--- config.mk ---
export PLATFORM = sky130hd
export DESIGN_NAME = owd_initiator
export DESIGN_NICKNAME = d
export VERILOG_FILES = /design/src/rtl/owd_pkg.sv /design/src/rtl/owd_seq.sv /design/src/rtl/owd_frame.sv /design/src/rtl/owd_time_math.sv /design/src/rtl/owd_initiator.sv
export SDC_FILE = /design/constraint.sdc
export NUM_CORES = 1
export LEC_CHECK = 0
export CORE_AREA = 2 2 279 281
export CTS_CLUSTER_SIZE = 30
export DETAILED_ROUTE_END_ITERATION = 10
export DIE_AREA = 0 0 281 283
export PLACE_DENSITY_LB_ADDON = 0.12
export RECOVER_POWER = 25
export SETUP_SLACK_MARGIN = 0.5
export SLEW_MARGIN = 40
export SYNTH_ARGS = -nofsm -noshare
export SYNTH_HDL_FRONTEND = slang
export SYNTH_HIERARCHICAL = 1
export SYNTH_SLANG_ARGS = --single-unit
export TNS_END_PERCENT = 50
--- constraint.sdc ---
create_clock -name clk -period 8.3 [get_ports clk]
set_clock_uncertainty 0.05 [all_clocks]
set_input_delay 1.66 -clock clk [delete_from_list [all_inputs] [get_ports clk]]
set_output_delay 1.66 -clock clk [all_outputs]
set_load 0.02 [all_outputs]
--- src/rtl/owd_pkg.sv ---
package owd_pkg;
  localparam int SEC_W = 48;
  localparam int NS_W  = 32;
  localparam int TS_W  = SEC_W + NS_W;
  localparam int CV_W  = 64;
  localparam int ID_W  = 8;
  localparam int AT_W  = 8;
  localparam int PL_W  = ID_W + AT_W + TS_W + CV_W;
  localparam int CV_FRAC = 16;

  localparam logic [AT_W-1:0] AT_REQ     = 8'h00;
  localparam logic [AT_W-1:0] AT_REQ_FU  = 8'h01;
  localparam logic [AT_W-1:0] AT_RESP    = 8'h02;
  localparam logic [AT_W-1:0] AT_RREQ    = 8'h03;
  localparam logic [AT_W-1:0] AT_RREQ_FU = 8'h04;
  localparam logic [AT_W-1:0] AT_FU      = 8'h05;

  localparam logic [NS_W:0] NS_PER_SEC = 33'd1000000000;

  typedef enum logic [1:0] {ST_IDLE, ST_REQ, ST_FU, ST_WAIT} owd_state_e;

  typedef struct packed {
    logic [SEC_W-1:0] sec;
    logic [NS_W-1:0]  ns;
  } owd_ts_t;

  // a - b, both normalised (ns below one second)
  function automatic owd_ts_t ts_sub(owd_ts_t a, owd_ts_t b);
    owd_ts_t r;
    logic [NS_W:0] t;
    if (a.ns >= b.ns) begin
      r.ns  = a.ns - b.ns;
      r.sec = a.sec - b.sec;
    end else begin
      t     = {1'b0, a.ns} + NS_PER_SEC - {1'b0, b.ns};
      r.ns  = t[NS_W-1:0];
      r.sec = a.sec - b.sec - {{(SEC_W-1){1'b0}}, 1'b1};
    end
    return r;
  endfunction

  // a + ns, ns below one second
  function automatic owd_ts_t ts_add_ns(owd_ts_t a, logic [NS_W-1:0] ns);
    owd_ts_t r;
    logic [NS_W:0] t;
    t = {1'b0, a.ns} + {1'b0, ns};
    if (t >= NS_PER_SEC) begin
      t     = t - NS_PER_SEC;
      r.sec = a.sec + {{(SEC_W-1){1'b0}}, 1'b1};
    end else begin
      r.sec = a.sec;
    end
    r.ns = t[NS_W-1:0];
    return r;
  endfunction
endpackage

--- src/rtl/owd_seq.sv ---
module owd_seq
  import owd_pkg::*;
#(
  parameter int TO_W = 16
) (
  input  logic            clk,
  input  logic            rst_ni,
  input  logic            start_req,
  input  logic            two_step,
  input  logic            rx_hit,
  input  logic [TO_W-1:0] timeout,
  output owd_state_e      state,
  output logic            start_acc,
  output logic            resp_acc,
  output logic            expire
);
  owd_state_e      st_q, st_d;
  logic [TO_W-1:0] cnt_q, cnt_d;

  always_comb begin
    st_d      = st_q;
    cnt_d     = cnt_q;
    start_acc = 1'b0;
    resp_acc  = 1'b0;
    expire    = 1'b0;
    case (st_q)
      ST_IDLE: if (start_req) begin
        start_acc = 1'b1;
        st_d      = ST_REQ;
      end
      ST_REQ: begin
        if (two_step) begin
          st_d = ST_FU;
        end else begin
          st_d  = ST_WAIT;
          cnt_d = timeout;
        end
      end
      ST_FU: begin
        st_d  = ST_WAIT;
        cnt_d = timeout;
      end
      default: begin
        if (rx_hit) begin
          resp_acc = 1'b1;
          st_d     = ST_IDLE;
        end else if (cnt_q == '0) begin
          expire = 1'b1;
          st_d   = ST_IDLE;
        end else begin
          cnt_d = cnt_q - {{(TO_W-1){1'b0}}, 1'b1};
        end
      end
    endcase
  end

  always_ff @(posedge clk or negedge rst_ni) begin
    if (!rst_ni) begin
      st_q  <= ST_IDLE;
      cnt_q <= '0;
    end else begin
      st_q  <= st_d;
      cnt_q <= cnt_d;
    end
  end

  assign state = st_q;
endmodule

--- src/rtl/owd_frame.sv ---
module owd_frame
  import owd_pkg::*;
(
  input  owd_state_e       state,
  input  logic [ID_W-1:0]  meas_id,
  input  logic [AT_W-1:0]  first_act,
  input  logic [TS_W-1:0]  tod,
  input  logic [TS_W-1:0]  t1,
  output logic             tx_valid,
  output logic [PL_W-1:0]  tx_payload
);
  logic [AT_W-1:0] act;
  logic [TS_W-1:0] ts;
  logic            one_step;

  assign one_step = (first_act == AT_REQ) || (first_act == AT_RREQ);

  always_comb begin
    tx_valid = (state == ST_REQ) || (state == ST_FU);
    act      = (state == ST_FU) ? AT_FU : first_act;
    ts       = '0;
    if (state == ST_REQ && one_step) ts = tod;
    if (state == ST_FU)              ts = t1;
    tx_payload = tx_valid ? {meas_id, act, ts, {CV_W{1'b0}}} : '0;
  end
endmodule

--- src/rtl/owd_time_math.sv ---
module owd_time_math
  import owd_pkg::*;
(
  input  owd_ts_t          t1,
  input  logic [NS_W-1:0]  cv1_ns,
  input  owd_ts_t          t2,
  input  logic [NS_W-1:0]  cv2_ns,
  output owd_ts_t          delay
);
  owd_ts_t rx_side, tx_side;

  always_comb begin
    rx_side = ts_sub(t2, '{sec: '0, ns: cv2_ns});
    tx_side = ts_add_ns(t1, cv1_ns);
    delay   = ts_sub(rx_side, tx_side);
  end
endmodule

--- src/rtl/owd_initiator.sv ---
module owd_initiator
  import owd_pkg::*;
#(
  parameter int TO_W = 16
) (
  input  logic             clk,
  input  logic             rst_n,
  input  logic             ctl_wr,
  input  logic [7:0]       ctl_meas_id,
  input  logic             ctl_remote,
  input  logic             ctl_two_step,
  input  logic             ctl_start,
  input  logic [TO_W-1:0]  cfg_timeout,
  input  logic [47:0]      cfg_dst_mac,
  input  logic             cfg_vlan_en,
  input  logic [15:0]      cfg_vlan_tag,
  input  logic [79:0]      tod,
  input  logic [63:0]      cv1_in,
  input  logic             rx_valid,
  input  logic [159:0]     rx_payload,
  output logic             tx_valid,
  output logic [159:0]     tx_payload,
  output logic [47:0]      tx_dst_mac,
  output logic             tx_vlan_en,
  output logic [15:0]      tx_vlan_tag,
  output logic             done,
  output logic             timeout_err,
  output logic [79:0]      delay
);
  localparam int RX_ID_HI = PL_W - 1;
  localparam int RX_AT_HI = PL_W - ID_W - 1;
  localparam int RX_TS_HI = CV_W + TS_W - 1;

  logic [1:0] rst_pipe;
  logic       rst_ni;

  always_ff @(posedge clk or negedge rst_n) begin
    if (!rst_n) rst_pipe <= 2'b00;
    else        rst_pipe <= {rst_pipe[0], 1'b1};
  end
  assign rst_ni = rst_pipe[1];

  logic [ID_W-1:0] id_q;
  logic            remote_q, two_q;
  logic [47:0]     mac_q;
  logic            vlan_en_q;
  logic [15:0]     vlan_q;
  logic [TO_W-1:0] to_q;
  logic [TS_W-1:0] t1_q;
  logic            done_q, done_d, err_q, err_d;
  owd_ts_t         delay_q, delay_calc;
  logic [AT_W-1:0] first_act;
  logic            rx_hit, start_acc, resp_acc, expire;
  owd_state_e      state;

  assign rx_hit = rx_valid
               && rx_payload[RX_ID_HI -: ID_W] == id_q
               && rx_payload[RX_AT_HI -: AT_W] == AT_RESP;

  assign first_act = remote_q ? (two_q ? AT_RREQ_FU : AT_RREQ)
                              : (two_q ? AT_REQ_FU  : AT_REQ);

  owd_seq #(.TO_W(TO_W)) u_seq (
    .clk       (clk),
    .rst_ni    (rst_ni),
    .start_req (ctl_wr && ctl_start),
    .two_step  (two_q),
    .rx_hit    (rx_hit),
    .timeout   (to_q),
    .state     (state),
    .start_acc (start_acc),
    .resp_acc  (resp_acc),
    .expire    (expire)
  );

  owd_frame u_frame (
    .state      (state),
    .meas_id    (id_q),
    .first_act  (first_act),
    .tod        (tod),
    .t1         (t1_q),
    .tx_valid   (tx_valid),
    .tx_payload (tx_payload)
  );

  owd_time_math u_math (
    .t1     (owd_ts_t'(t1_q)),
    .cv1_ns (cv1_in[CV_FRAC +: NS_W]),
    .t2     (owd_ts_t'(rx_payload[RX_TS_HI -: TS_W])),
    .cv2_ns (rx_payload[CV_FRAC +: NS_W]),
    .delay  (delay_calc)
  );

  always_comb begin
    done_d = done_q;
    err_d  = err_q;
    if (start_acc) begin
      done_d = 1'b0;
      err_d  = 1'b0;
    end
    if (resp_acc) done_d = 1'b1;
    if (expire)   err_d  = 1'b1;
  end

  always_ff @(posedge clk or negedge rst_ni) begin
    if (!rst_ni) begin
      id_q      <= '0;
      remote_q  <= 1'b0;
      two_q     <= 1'b0;
      mac_q     <= '0;
      vlan_en_q <= 1'b0;
      vlan_q    <= '0;
      to_q      <= '0;
      t1_q      <= '0;
      done_q    <= 1'b0;
      err_q     <= 1'b0;
      delay_q   <= '0;
    end else begin
      if (start_acc) begin
        id_q      <= ctl_meas_id;
        remote_q  <= ctl_remote;
        two_q     <= ctl_two_step;
        mac_q     <= cfg_dst_mac;
        vlan_en_q <= cfg_vlan_en;
        vlan_q    <= cfg_vlan_tag;
        to_q      <= cfg_timeout;
      end
      if (state == ST_REQ) t1_q <= tod;
      if (resp_acc)        delay_q <= delay_calc;
      done_q <= done_d;
      err_q  <= err_d;
    end
  end

  assign tx_dst_mac  = mac_q;
  assign tx_vlan_en  = vlan_en_q;
  assign tx_vlan_tag = vlan_q;
  assign done        = done_q;
  assign timeout_err = err_q;
  assign delay       = delay_q;
endmodule

==> results of run 1 <==
[kinds of logic (layout without fill, tap and decap cells)]
group / count (synthesis) / count (layout)
flip-flops: 273 / 273
multiplexers: 272 / 272
AO/OA/AOI/OAI: 734 / 734
AND/OR/NAND/NOR: 843 / 843
other: 3 / 80
XOR/XNOR: 337 / 337
buffers and inverters: 412 / 1714
adder cells (fa/ha/maj): 282 / 282
[routing by layer]
metal / track usage, % / wire length, um / vias up
li1: - / - / 13800
met1: 32.6 / 45100 / 13400
met2: 41.2 / 48200 / 674
met3: 5.87 / 6810 / 131
met4: 5.56 / 2050 / 20
met5: 0 / 127 / -
[area by class of cell]
class | instances | area, um^2
inverters | 240 | 906
flip-flops and latches | 273 | 6830
well taps | 1040 | 1300
diodes | 5 | 12.5
clock buffers | 49 | 978
multi-input cells | 2543 | 22000
clock inverters | 15 | 240
repair buffers | 1410 | 12300
fillers | 6843 | 32200
[registers in the layout, indices dropped and copies added, names as in the netlist]
register and flops:
u_seq/state 2, u_seq/cnt_q 16, t1_q 80, tx_vlan_en 1, to_q 16, timeout_err 1, tx_dst_mac 48, done 1
remote_q 1, id_q 8, rst_pipe 2, tx_vlan_tag 16, two_q 1, delay 80
[worst max-delay path, delay by kind of cell]
family / cells / cell delay [ps]
XOR/XNOR: 3 / 300
AO/OA/AOI/OAI: 11 / 2210
buffers and inverters: 6 / 1010
AND/OR/NAND/NOR: 11 / 2840
adder cells (fa/ha/maj): 3 / 860
multiplexers: 1 / 260
[through the flow]
step           setup TNS, ps  worst slack [ps]  hold WS [ps]
4_1_cts                -7520              -441           293
2_1_floorplan          -8010              -606           281
3_3_place_gp          -64120             -1620           284
6_report               -8530              -497           311
3_5_place_dp          -70620             -1730           288
5_1_grt               -16350              -742           307
[path summary, 6_finish.rpt]
check,from,to
setup / recovery,cv1_in[26],delay[79]
hold / removal,rst_pipe[0],rst_pipe[1]
setup reg to reg,t1_q[0],delay[79]
hold reg to reg,rst_pipe[0],rst_pipe[1]
max in group asynchronous,rst_pipe[1],delay[29]
min in group asynchronous,rst_pipe[1],to_q[8]
[timing repair]
action	4_1_cts	5_1_grt
endpoints found under the setup margin	78	77
hold endpoints to repair	0	0
gates resized for setup	252	215
buffers inserted	54	43
pin swaps	126	161
[cell usage in the layout, fill, tap and decap left out, types with 22 or more instances in the layout]
cell type / netlist / routed
buf_4: 73 / 772
clkdlybuf4s50_1: 0 / 553
dfrtp_1: 273 / 273
inv_1: 240 / 227
nor2_1: 235 / 210
ha_1: 242 / 208
xnor2_1: 208 / 187
nand2_1: 182 / 170
a21oi_1: 172 / 147
mux2_2: 178 / 140
mux2_4: 80 / 118
xor2_1: 128 / 115
o21ai_0: 123 / 95
a22o_1: 81 / 81
a21o_1: 76 / 76
conb_1: 3 / 75
nor3_1: 77 / 54
buf_6: 13 / 54
nand3_1: 55 / 47
o21bai_1: 40 / 39
clkbuf_16: 0 / 35
nor2b_1: 41 / 35
fa_1: 40 / 33
or3_1: 38 / 29
a31oi_1: 29 / 26
and3_1: 27 / 25
nand2b_1: 27 / 24
ha_4: 0 / 24
a21oi_2: 1 / 23
nand4_1: 22 / 22
o21a_1: 22 / 22
nor3_2: 7 / 22
==> impl_metrics.tcl, run 1 <==
set metrics [dict create \
    synth_edf_count 0 \
    fin_util_pct 58.1 \
    drv_cap 4 \
    syn_avg_cell_area_um2 9.04 \
    criticalPathCategory "input port to flip-flop" \
    die_h_um 283 \
    grt_pass1_vias 27700 \
    postPlaceCellArea_um2 40400 \
    port_buffers 574 \
    clkLatencyLatePin_ps 560 \
    placed_cells 5408 \
    yosysMostFrequentCell "dfrtp_1" \
    synth_flop_cell "dfrtp_1" \
    setup_violations 30 \
    report.final.hold_viol_count 0 \
    synth.mux.area_fraction_pct 11.7 \
    cp_slowest_stage_delay_ps 460 \
    ys_top_cells_by_area "dfrtp_1 24%, ha_1 11%, mux2_2 7.0%, xnor2_1 6.4%, mux2_4 4.2%" \
    period_needed_ps 8800 \
    ys_seq_area_share_pct 23.9 \
    initial_core_util_pct 37.2 \
    hpwl_mm 82.2 \
    drt_first_pass_iters 5 \
    die_w_um 281 \
    cts_buffers 35 \
    outcome "finished, violations left" \
    synth_cell_types 105 \
    ctsRootBufferMaster "clkbuf_16" \
    nNetsFinal 5185 \
    synth_area_leader_cell "dfrtp_1" \
    relSlewSlack_pct -149 \
    violations "capacitance limit, slew limit, setup timing" \
    cts_hold_buf 0 \
    synth_top_family_by_area "compound AO/OA/AOI/OAI gates" \
    wire_per_inst_um 18.3 \
    r2r.worst_path.cells 36 \
    tightest_slew_ps 3730 \
    ys_ff_latch 273 \
    synth_fa_ha_area_share_pct 13.4 \
    syn_to_final_growth_pct 56.0 \
    clock_sinks 273 \
    worstPathArrival_ps 9190 \
    start_kind "input port" \
    syn_inst 3156 \
    grt_pass1_wl_mm 156 \
    setup_ws_ps -497 \
    crit_path_top_delay_cell "a2111o_1" \
    grt.overflow.total 0 \
    synth_xor_area_share_pct 10.4 \
    drt_iter0_markers 1449 \
    synth-async-reset-ratio_pct 100 \
    place_congestion 0.922 \
    synth_compound_area_share_pct 17.6 \
    cts-htree-levels 2 \
    tritoncts "done" \
    crit_required_ps 8690 \
    drc 0 \
    yosysWarnings 6 \
    yosys-top-cells-count "273 x dfrtp_1, 242 x ha_1, 240 x inv_1" \
    synth_simple_gate_area_share_pct 15.1 \
    rrSetupSlack_ps 220 \
    core-area_um2 76700 \
    fmax_mhz 114 \
    hold_depth 0 \
    vias_per_cell 5.03 \
    path_clk_slew_ps 60 \
    final_cell_area_um2 44500 \
    post-route-period-util_pct 106 \
    ant_nets 0 \
    finalNonFillerCells 5575 \
    rows 102 \
    cts_buffer_depth 3 \
    antenna_found_initial 15 \
    rsz0062_at_grt "true" \
    grt.total_usage_pct 24.8 \
    synth_top_area_share_pct 23.9 \
    vias 28000 \
    syn-cell-area_um2 28500 \
    end_kind "flip-flop" \
    drive_above_1_share_pct 32.8 \
    hold_class "flip-flop to flip-flop" \
    routed_wl_mm 102 \
    ios 708 \
    drv_slew 204 \
    die_area_um2 79500 \
    crit_path_max_fanout 7 \
    grt_start_max_net_pins 133 \
]
Power of run 1 is not shown: default switching activity piles up to over one toggle a cycle in this logic, so the estimate is an artifact.
==> run 2, diff against run 1 <==
--- a/config.mk
+++ b/config.mk
@@ -5,10 +5,11 @@
 export SDC_FILE = /design/constraint.sdc
 export NUM_CORES = 1
 export LEC_CHECK = 0
-export CORE_AREA = 2 2 279 281
+export CAP_MARGIN = 0
+export CORE_AREA = 2 2 273 275
 export CTS_CLUSTER_SIZE = 30
 export DETAILED_ROUTE_END_ITERATION = 10
-export DIE_AREA = 0 0 281 283
+export DIE_AREA = 0 0 275 277
 export PLACE_DENSITY_LB_ADDON = 0.12
 export RECOVER_POWER = 25
 export SETUP_SLACK_MARGIN = 0.5
==> impl_metrics.tcl, run 2 (synthesis results as in run 1) <==
set metrics [dict create \
    clkLatencyLatePin_ps 570 \
    rows 100 \
    hold_class "flip-flop to flip-flop" \
    ant_nets 0 \
    setup_violations 30 \
    setup_ws_ps -321 \
    grt.total_usage_pct 25.5 \
    critPathTopFamily "simple AND/OR/NAND/NOR gates" \
    r2r-start "t1_q[0]" \
    period_needed_ps 8620 \
    place_congestion 0.910 \
    relSlewSlack_pct -91.3 \
    end_kind "flip-flop" \
    report.final.hold_viol_count 0 \
    final_cell_mix "773 x buf_4, 513 x clkdlybuf4s50_1, 273 x dfrtp_1" \
    routed_wl_mm 101 \
    cts-htree-levels 2 \
    crit_cells 32 \
    cts_hold_buf 0 \
    vias_per_cell 5.08 \
    crit_path_max_fanout 6 \
    outcome "finished, violations left" \
    ctsRootBufferMaster "clkbuf_16" \
    grt_start_max_net_pins 69 \
    drv_cap 3 \
    wire_per_inst_um 18.4 \
    postPlaceCellArea_um2 40400 \
    ios 708 \
    die_area_um2 76200 \
    tightest_slew_ps 2870 \
    drc 0 \
    startpoint "cv1_in[28]" \
    fin_util_pct 60.0 \
    drt_iter0_markers 1339 \
    cts_buffer_depth 3 \
    grt.overflow.total 0 \
    worstPathArrival_ps 9020 \
    clock_sinks 273 \
    cp_slowest_stage_delay_ps 530 \
    grt_pass1_vias 27500 \
    initial_core_util_pct 38.8 \
    nNetsFinal 5169 \
    syn_to_final_growth_pct 54.7 \
    hpwl_mm 81.9 \
    crit_required_ps 8700 \
    violations "capacitance limit, slew limit, setup timing" \
    crit_path_end "delay[78]" \
    grt_pass1_wl_mm 153 \
    vias 27900 \
    post-route-period-util_pct 104 \
    start_kind "input port" \
    cts_buffers 34 \
    final_cell_area_um2 44200 \
    crit_buf_inv 6 \
    path_clk_slew_ps 60 \
    timing.hold.ws_ps 313 \
    die_w_um 275 \
    drt_first_pass_iters 5 \
    rrSetupSlack_ps 410 \
    rsz0062_at_grt "true" \
    crit_path_top_delay_cell "or4b_4" \
    core-area_um2 73600 \
    fmax_mhz 116 \
    tritoncts "done" \
    layout_commonest_cell "buf_4" \
    num-fill-cells 6559 \
    criticalPathCategory "input port to flip-flop" \
    drv_slew 156 \
    r2r_end "delay[79]" \
    antenna_found_initial 17 \
    drive_above_1_share_pct 32.3 \
    die_h_um 277 \
    r2r.worst_path.cells 34 \
    port_buffers 574 \
]
run 2: changes by cell type in the layout (fill, tap and decap cells not counted), sizes merged, moves of 3 or more:
cell | before | now
clkdlybuf4s50 | 553 | 513
clkbuf | 54 | 49
buf | 832 | 820
clkinvlp | 1 | 4
dlygate4sd2 | 12 | 5
dlymetal6s2s | 6 | 3
dlygate4sd3 | 1 | 48
run 2: layer usage:
metal	track usage [%]	vias up	wire, um
met1	33.6	13300	45000
li1	-	13800	-
met4	5.65	22	2230
met2	42.5	610	47500
met3	5.38	120	5940
met5	0	-	132
run 2: cell type report:
cell class,count,area [um^2],share of cell area (%)
diodes,7,17.5,0.0397
well taps,969,1210,2.75
clock inverters,15,236,0.535
multi-input cells,2543,21800,49.4
inverters,240,903,2.05
flip-flops and latches,273,6830,15.5
clock buffers,46,986,2.23
repair buffers,1395,12200,27.5
run 2: what timing repair did:
action,4_1_cts,5_1_grt
setup buffers,33,43
hold endpoints to repair,0,0
pin swaps,99,110
gates resized for setup,230,190
setup endpoints to repair,78,76
run 2: metrics by stage:
stage               std cells  setup TNS (ps)  setup WS [ps]
CTS                      5438           -5070           -304
global placement         5341          -49400          -1410
detailed placement       5344          -60310          -1560
global route             5483          -14590           -615
finish                   5488           -5830           -321
floorplan                3228           -8010           -606
run 2: worst min path at each step:
stage | from | end | slack (ps) | cells after the start
finish | rst_pipe[0] | rst_pipe[1] | 310 | 0
global route | rst_pipe[0] | rst_pipe[1] | 320 | 0
CTS | rst_pipe[1] | t1_q[8] | 310 | 0
detailed placement | rst_pipe[0] | rst_pipe[1] | 300 | 0
global placement | rst_pipe[0] | rst_pipe[1] | 280 | 0
floorplan | rst_pipe[0] | rst_pipe[1] | 280 | 0
run 2: worst reg2reg max path: cells and delay by family, from the launching register on:
family | cells | cell delay, ps
and+or+nand+nor | 7 | 1930
muxes | 1 | 260
xor gates and xnor gates | 4 | 580
AOI/OAI and AO/OA | 13 | 2710
DFF | 1 | 430
adders and majority gates | 4 | 1120
buffers and inverters | 5 | 710
Power of run 2 is left out for the same reason.
==> run 3, diff against run 2 <==
--- a/config.mk
+++ b/config.mk
@@ -13,7 +13,7 @@
 export PLACE_DENSITY_LB_ADDON = 0.12
 export RECOVER_POWER = 25
 export SETUP_SLACK_MARGIN = 0.5
-export SLEW_MARGIN = 40
+export SLEW_MARGIN = 10
 export SYNTH_ARGS = -nofsm -noshare
 export SYNTH_HDL_FRONTEND = slang
 export SYNTH_HIERARCHICAL = 1
==> impl_metrics.tcl, run 3 (synthesis results as in run 1) <==
set metrics [dict create \
    die_w_um 275 \
    place_congestion 0.910 \
    initial_core_util_pct 38.8 \
    tightest_slew_ps 2950 \
    cts_buffer_depth 3 \
    fin_util_pct 59.3 \
    r2r-start "t1_q[0]" \
    grt.total_usage_pct 25.4 \
    tritoncts "done" \
    hold_end "rst_pipe[1]" \
    layout_commonest_cell "buf_4" \
    ctsRootBufferMaster "clkbuf_16" \
    die_area_um2 76200 \
    core-area_um2 73600 \
    clkLatencyLatePin_ps 580 \
    vias 27600 \
    wire_per_inst_um 18.4 \
    r2r.worst_path.cells 33 \
    ant_nets 0 \
    drt_first_pass_iters 5 \
    rrSetupSlack_ps 370 \
    violations "capacitance limit, slew limit, setup timing" \
    antenna_found_initial 8 \
    die_h_um 277 \
    cts_buffers 36 \
    drt_iter0_markers 1250 \
    post-route-period-util_pct 104 \
    start_kind "input port" \
    outcome "finished, violations left" \
    pre_cts_ws_ps -1540 \
    rsz0062_at_grt "true" \
    critPathMostFrequentCell "buf_6" \
    drv_cap 4 \
    fin_setup_tns_ps -6550 \
    setup_ws_ps -358 \
    clock_sinks 273 \
    crit_path_max_fanout 6 \
    crit_path_top_delay_cell "or4b_4" \
    worstPathArrival_ps 9070 \
    routed_wl_mm 100 \
    crit_required_ps 8710 \
    grt.overflow.total 0 \
    period_needed_ps 8660 \
    port_buffers 574 \
    ios 708 \
    final_cell_mix "745 x buf_4, 558 x clkdlybuf4s50_1, 273 x dfrtp_1" \
    hpwl_mm 81.5 \
    vias_per_cell 5.06 \
    hold_depth 0 \
    nNetsFinal 5139 \
    critPathTopFamily "compound AO/OA/AOI/OAI gates" \
    drv_slew 198 \
    cts-htree-levels 2 \
    min_from "rst_pipe[0]" \
    grt_pass1_wl_mm 154 \
    criticalPathCategory "input port to flip-flop" \
    syn_to_final_growth_pct 52.8 \
    cp_slowest_stage_delay_ps 510 \
    hold_class "flip-flop to flip-flop" \
    fmax_mhz 116 \
    relSlewSlack_pct -96.8 \
    grt_start_max_net_pins 81 \
    drc 0 \
    report.final.hold_viol_count 0 \
    r2r_end "delay[78]" \
    rows 100 \
    end_kind "flip-flop" \
    setup_violations 29 \
    crit_buf_inv 5 \
    path_clk_slew_ps 60 \
    grt_pass1_vias 27500 \
    drive_above_1_share_pct 30.9 \
]
==> run 3: through the flow <==
step / area (um^2) / hold slack [ps] / cells
after floorplan: 29100 / 281 / 3228
after global placement: 40300 / 283 / 5341
after detailed placement: 40300 / 296 / 5341
after CTS: 42900 / 302 / 5439
after global routing: 43600 / 317 / 5457
final: 43600 / 298 / 5459
==> run 3: what timing repair did <==
action / in CTS / in global routing
setup endpoints to repair: 77 / 76
hold buffers: 0 / 0
gates resized for setup: 239 / 176
buffers inserted: 32 / 15
pin swaps: 121 / 79
==> run 3: area by class of cell <==
type	count	area [um^2]
clock inverter	17	246
antenna	5	12.5
sequential	273	6830
timing repair buffer	1363	11800
clock buffer	49	1000
inverter	240	903
multi-input combinational	2543	21500
fill	6692	30000
tap	969	1210
==> run 3: routing by layer <==
| metal | up-vias | track usage [%] | part of all wire [%] | wire length (um) |
|---|---|---|---|---|
| li1 | 13700 | - | - | - |
| met1 | 13200 | 34.0 | 46 | 45700 |
| met2 | 597 | 43.0 | 47 | 47600 |
| met3 | 98 | 4.45 | 5.3 | 5360 |
| met4 | 8 | 4.23 | 1.6 | 1560 |
| met5 | - | 0 | 0.054 | 54 |
==> run 3: worst max-delay path by stage <==
| stage | from | to | depth (start not counted) |
|---|---|---|---|
| after detailed placement | cv1_in[16] | delay[78] | 33 |
| after global routing | cv1_in[16] | delay[78] | 34 |
| after CTS | cv1_in[16] | delay[69] | 36 |
| after floorplan | cv1_in[16] | delay[78] | 32 |
| after global placement | cv1_in[16] | delay[78] | 31 |
| final | cv1_in[16] | delay[78] | 34 |
Power of run 3 is left out for the same reason.
